===== config.mk =====
export PLATFORM = sky130hd
export DESIGN_NAME = irq_aggregator
export DESIGN_NICKNAME = d
export VERILOG_FILES = /design/src/rtl/irq_aggregator.sv
export SDC_FILE = /design/constraint.sdc
export NUM_CORES = 1
export LEC_CHECK = 0
export BUFFER_PORTS_ARGS = -buffer_cell sky130_fd_sc_hd__buf_2
export CAP_MARGIN = 10
export CELL_PAD_IN_SITES_DETAIL_PLACEMENT = 0
export CELL_PAD_IN_SITES_GLOBAL_PLACEMENT = 1
export CORE_MARGIN = 10
export CORE_UTILIZATION = 27
export DETAILED_ROUTE_END_ITERATION = 7
export PLACE_DENSITY_LB_ADDON = 0.1
export SYNTH_ARGS = -nofsm -noshare
export SYNTH_HDL_FRONTEND = slang
export SYNTH_SLANG_ARGS = --single-unit

===== constraint.sdc =====
create_clock -name clk -period 0.8 [get_ports clk]
set_clock_uncertainty 0.05 [all_clocks]
set_input_delay 0.04 -clock clk [delete_from_list [all_inputs] [get_ports clk]]
set_output_delay 0.04 -clock clk [all_outputs]
set_load 0.03 [all_outputs]

===== src/rtl/irq_aggregator.sv =====
module irq_aggregator #(
  parameter int NB    = 4,
  parameter int NP    = 6,
  parameter int REG_W = 16
) (
  input  logic             clk,
  input  logic             rst_n,
  input  logic [NB-1:0]    bank_req_i,
  input  logic [NP-1:0]    periph_req_i,
  input  logic             wr_en_i,
  input  logic             addr_i,
  input  logic [REG_W-1:0] wr_data_i,
  output logic [REG_W-1:0] rd_data_o,
  output logic             irq_o
);
  localparam int SRC_W  = NB + NP;
  localparam int GE_BIT = REG_W - 1;
  localparam logic [REG_W-1:0] EN_FIELD = ((REG_W'(1) << NP) - REG_W'(1)) << NB;
  localparam logic [REG_W-1:0] GE_FIELD = REG_W'(1) << GE_BIT;

  logic [SRC_W-1:0] status_q;
  logic [REG_W-1:0] ctrl_q;
  logic [SRC_W-1:0] live;

  assign live      = status_q & {ctrl_q[NB +: NP], {NB{1'b1}}};
  assign rd_data_o = addr_i ? ctrl_q : REG_W'(status_q);

  always_ff @(posedge clk or negedge rst_n) begin
    if (!rst_n) begin
      status_q <= '0;
      ctrl_q   <= '0;
      irq_o    <= 1'b0;
    end else begin
      status_q <= {periph_req_i, bank_req_i};
      if (wr_en_i && addr_i) ctrl_q <= wr_data_i & (EN_FIELD | GE_FIELD);
      irq_o    <= ctrl_q[GE_BIT] && (|live);
    end
  end


  bank_follow_chk: assert property (@(posedge clk) disable iff (!rst_n)
    1'b1 |=> rd_data_o[NB-1:0] == $past(bank_req_i) || addr_i);


  ge_gate_chk: assert property (@(posedge clk) disable iff (!rst_n)
    !ctrl_q[GE_BIT] |=> !irq_o);


  bank_irq_chk: assert property (@(posedge clk) disable iff (!rst_n)
    (ctrl_q[GE_BIT] && |status_q[NB-1:0]) |=> irq_o);


  ro_status_chk: assert property (@(posedge clk) disable iff (!rst_n)
    (wr_en_i && !addr_i) |=> $stable(ctrl_q));
endmodule


# Word level (Yosys, flattened, before mapping)
# Index checks and enable logic that the tools add are counted.
classes:
  mux: 1
  bitwise_logic: 1
  n_reduce_logical: 3
op_table:
  columns: ["op", "count"]
  rows:
  - ["$mux W16", 1]
  - ["$and A10 B10 Y10", 1]
  - ["$reduce_or A10 Y1", 1]
  - ["$logic_and A1 B1 Y1", 2]
word_totals:
  reg_bits: 18
  in_bits: 30
  out_inout_bits: 17
  wordCells: 8

# Logic depth before layout (Yosys ltp)
depth:
  ltp_word: 3
  ltp_mapped: 2
  ltp_nobuf: 2

# Worst setup path after synthesis
# Ideal clock, no wire load.
synth_path:
  path_kind: "register to register"
  startpoint: "register status_q[3]"
  endpoint: "register irq_o"
  setup_ns: 0.143
  t_arrival_ns: 0.722
  required_time_ns: 0.607
  setup_slack_ns: -0.115
  path_stages_with_launch: 3
  n_path_buf: 0
  synth_period_minus_slack_ns: 0.915
  path_cell_list: "dfrtp_1 > nor4_1 > a41oi_1"
synth_via:
  elab_chain_cells: 3
synth_lines:
  columns: ["item", "line", "rtl"]
  rows:
  - ["start, declared", "21", "logic [SRC_W-1:0] status_q;"]
  - ["start signal, assigned", "34", "status_q <= {periph_req_i, bank_req_i};"]
  - ["$and A10 B10 Y10", "25", "assign live = status_q & {ctrl_q[NB +: NP], {NB{1'b1}}};"]
  - ["$reduce_or A10 Y1", "36", "irq_o <= ctrl_q[GE_BIT] && (|live);"]
  - ["$logic_and A1 B1 Y1", "36", null]
  - ["end signal, assigned", "36", null]
  - ["end, declared", "14", "output logic irq_o"]
# No other way between the ends.
# A chain may end at the register's enable or synchronous reset.

# Final worst setup path
layout_path:
  startpoint: "register ctrl_q[6]"
  endpoint: "output rd_data_o[6]"
layout_via:
  elab_chain_cells: 1
layout_lines:
  columns: ["item", "line", "rtl"]
  rows:
  - ["start, declared", "22", "logic [REG_W-1:0] ctrl_q;"]
  - ["start signal, assigned", "35", "if (wr_en_i && addr_i) ctrl_q <= wr_data_i & (EN_FIELD | GE_FIELD);"]
  - ["$mux W16", "26", "assign rd_data_o = addr_i ? ctrl_q : REG_W'(status_q);"]
  - ["end, declared", "13", "output logic [REG_W-1:0] rd_data_o,"]
# No other way between the ends.

==> key figures <==
Synthesis
  – Share of synthesized registers carrying an async set or reset: 1.00
  – Area leader, netlist: sky130_fd_sc_hd__dfrtp_1
  – Syn avg cell area: 14.5 µm²
  – Post-Synthesis Cell Area: about 720 µm²
  – Number of warnings reported in the yosys synthesis log: 0
  – Most instantiated flip-flop cell in the synthesis netlist: sky130_fd_sc_hd__dfrtp_1
  – Number of distinct library cell variants in the gate-level netlist after synthesis: 11
  – Most frequent cell after synthesis: sky130_fd_sc_hd__dfrtp_1
  – Area share of the largest cell type after synthesis: 0.622
  – Fraction of the yosys area taken by sequential cells: 0.622
  – Most used standard cells in the synthesized netlist: 18 x sky130_fd_sc_hd__dfrtp_1, 13 x sky130_fd_sc_hd__mux2_2, 6 x sky130_fd_sc_hd__buf_4
  – Number of cells produced by synthesis: 50
  – Synth Register Bits: 18
  – Post-synth EDFFs: 0
  – Leading post-synthesis cells by cell area: sky130_fd_sc_hd__dfrtp_1 62%, sky130_fd_sc_hd__mux2_2 20%, sky130_fd_sc_hd__buf_4 6.2%, sky130_fd_sc_hd__nor2b_1 3.5%, sky130_fd_sc_hd__a22oi_1 3.1%

Critical path
  – Largest fanout on the critical path: 2
  – Critical Path End Type: output port
  – Flop-to-flop setup slack: -0.28 ns
  – CP Data Required Time: 0.71 ns
  – Critical path arrival: approximately 1.1 ns
  – Critical Setup Path Class: reg -> out
  – CP startpoint kind: flop

Global routing
  – Pin count of the biggest net entering global routing: 19
  – First-pass GRT wire length: ~3.4 mm
  – Number of antenna violations at the first check in global routing: 0
  – All-Layer GR Usage: 0.0813
  – Number of global-route vias before repair: approximately 720
  – Congestion Overflow GR: 0

Power and ir drop
  – Switching Fraction: 0.287
  – Switching pwr: around 0.64 mW
  – Internal Power: 1.59 mW
  – Cell Pwr Density: 1710 nW/µm²
  – Overall power consumption: between 2 and 2.5 mW
  – Max VDD drop: between 0.9 and 1 mV
  – Leakage Power: between 0.6 and 0.7 nW
  – Share of power burned in combinational logic: 0.340
  – Part of the total power dissipated in the clock network: 0.192
  – Sequential fraction of design power: 0.468

Timing
  – Max-slew violation total from the final report: 0
  – Tmin final: 1.19 ns
  – Hold Worst Slack: -0.0659 ns
  – Highest clock frequency the design can meet: 844 MHz
  – Final setup slack of the worst path: -0.385 ns
  – RSZ-0062 raised after global routing: yes
  – Ratio of final minimum period to clock period: 1.48
  – Number of endpoints failing setup at the final stage: 20
  – Final hold viol count: 4

Route
  – Via-to-Cell Ratio: between 4 and 5
  – # DRC: 0
  – First drt pass iteration count: 2
  – Initial DRC count: 7
  – Routed wire length: 2.01 mm
  – Antenna Nets Post-Route: 0
  – Vias after detailed routing: ~600
  – WL per Instance: ~14 µm

Die
  – Placement row count: 18
  – DIE AREA: 5160 µm²
  – Die width: a little over 70 µm
  – Core area: around 2500 µm²
  – Effective utilization at floorplan: 0.287
  – Die Span Y: a little over 70 µm
  – Top Ports: 47

Clock tree
  – Maximum number of buffers from clock root to sink: 2
  – Clock slew at reported path FFs: 0.09 ns
  – CTS H-tree lvls: 1
  – Number of clock buffers inserted by TritonCTS: 3
  – Root buffer cell: sky130_fd_sc_hd__clkbuf_4
  – TritonCTS clock tree: yes
  – Clock network latency to the later pin of the worst-skew pair: 0.28 ns
  – Clock sink count: 18
  – Number of buffers added to fix hold violations after cts: 14

Outcome
  – Failing checks: negative hold slack, negative setup slack
  – Result of the run: finished with violations

Placed design
  – Routability Congestion: ~0.67
  – IO Port Bufs: 32
  – Placed Area: 910 µm²

Flow run
  – Number of violations of the max-capacitance limit: 0

Hold path
  – Class of the tightest hold or removal check: in -> reg

Final layout
  – Final Cell Area: between 1000 and 1500 µm²
  – Antenna diode count: 0
  – Number of nets in the layout: approximately 140
  – Ratio of cells with drive above 1 in the final layout: 0.633
  – Layout overhead on the synthesized area: 80.7%
  – Fraction of the core area covered by cells at the end of the flow: 0.519
==> routing by layer <==
layer	GRT usage	vias up	part of all wire
li1	-	285	-
met1	0.0876	290	0.41
met2	0.138	20	0.51
met3	0.0372	2	0.076
met4	0.0258	0	0.0035
met5	0	-	0
==> worst max-delay path, cell delays in order (launching register included) <==
cell and delay, ns:
sky130_fd_sc_hd__dfrtp_1 0.41, sky130_fd_sc_hd__mux2_4 0.27, sky130_fd_sc_hd__buf_6 0.14
==> layout make-up <==
type / instances / area, µm²
Fill cell: 246 / 1210
Clock buffer: 3 / 22.5
Inverter: 1 / 3.75
Tap cell: 30 / 37.5
Multi-Input combinational cell: 29 / 322
Timing Repair Buffer: 58 / 473
Sequential cell: 18 / 450
==> power groups by stage <==
stage / Sequential [mW] / Combinational, mW / Clock [mW]
after floorplan: 1.07 / 0.311 / 0
after global placement: 1.06 / 0.453 / 0
after detailed placement: 1.07 / 0.454 / 0
after CTS: 1.04 / 0.740 / 0.449
after global routing: 1.06 / 0.818 / 0.501
final: 1.05 / 0.759 / 0.428
==> kinds of logic (layout without fill, tap and decap cells) <==
| kind of cell | Yosys count | count (layout) | synth area share |
|---|---|---|---|
| AND/OR/NAND/NOR | 7 | 7 | 0.0605 |
| AO/OA/AOI/OAI | 4 | 4 | 0.0432 |
| other | 1 | 5 | 0.00518 |
| multiplexers | 13 | 13 | 0.202 |
| buffers and inverters | 7 | 62 | 0.0673 |
| flip-flops | 18 | 18 | 0.622 |
==> path summary, 6_finish.rpt <==
check                                            start               endpoint  cells past startpoint
min in group asynchronous                        rst_n  ctrl_q[4]$_DFFE_PN0P_                      2
worst max-delay path             ctrl_q[6]$_DFFE_PN0P_           rd_data_o[6]                      2
worst max register to register   ctrl_q[9]$_DFFE_PN0P_        irq_o$_DFF_PN0_                      3
max in group asynchronous                        rst_n  status_q[7]$_DFF_PN0_                      2
worst min-delay path                      wr_data_i[4]  ctrl_q[4]$_DFFE_PN0P_                      2
worst min register to register  ctrl_q[15]$_DFFE_PN0P_        irq_o$_DFF_PN0_                      2
==> through the flow <==
stage	setup WS (ns)	setup TNS (ns)	hold WS, ns	std cells
6_report	-0.385	-4.61	-0.0659	139
5_1_grt	-0.431	-5.51	-0.0745	139
4_1_cts	-0.385	-4.69	-0.0716	138
3_5_place_dp	-0.207	-1.95	-0.0586	111
3_3_place_gp	-0.156	-1.84	-0.0508	111
2_1_floorplan	-0.105	-0.105	-0.306	54
==> state kept, by name (all words and copies together) (netlist names) <==
signal	count
status_q	10
ctrl_q	7
irq_o	1
==> cells in the final DEF (no fill, tap or decap), drive strengths merged <==
master,synthesis,layout
buf,6,44
inv,1,1
a22oi,3,3
mux2,13,13
dfrtp,18,18
a41oi,1,1
nor2b,4,4
and2,1,1
clkbuf,0,3
dlygate4sd3,0,14
nand2,1,1
nor4,1,1
conb,1,5
==> timing repair <==
item	in CTS	in global routing
gates resized for setup	38	4
setup buffers	10	4
pin swaps	0	2
setup endpoints to repair	20	20
hold endpoints to repair	35	4
(Power assumes the default switching activity.)
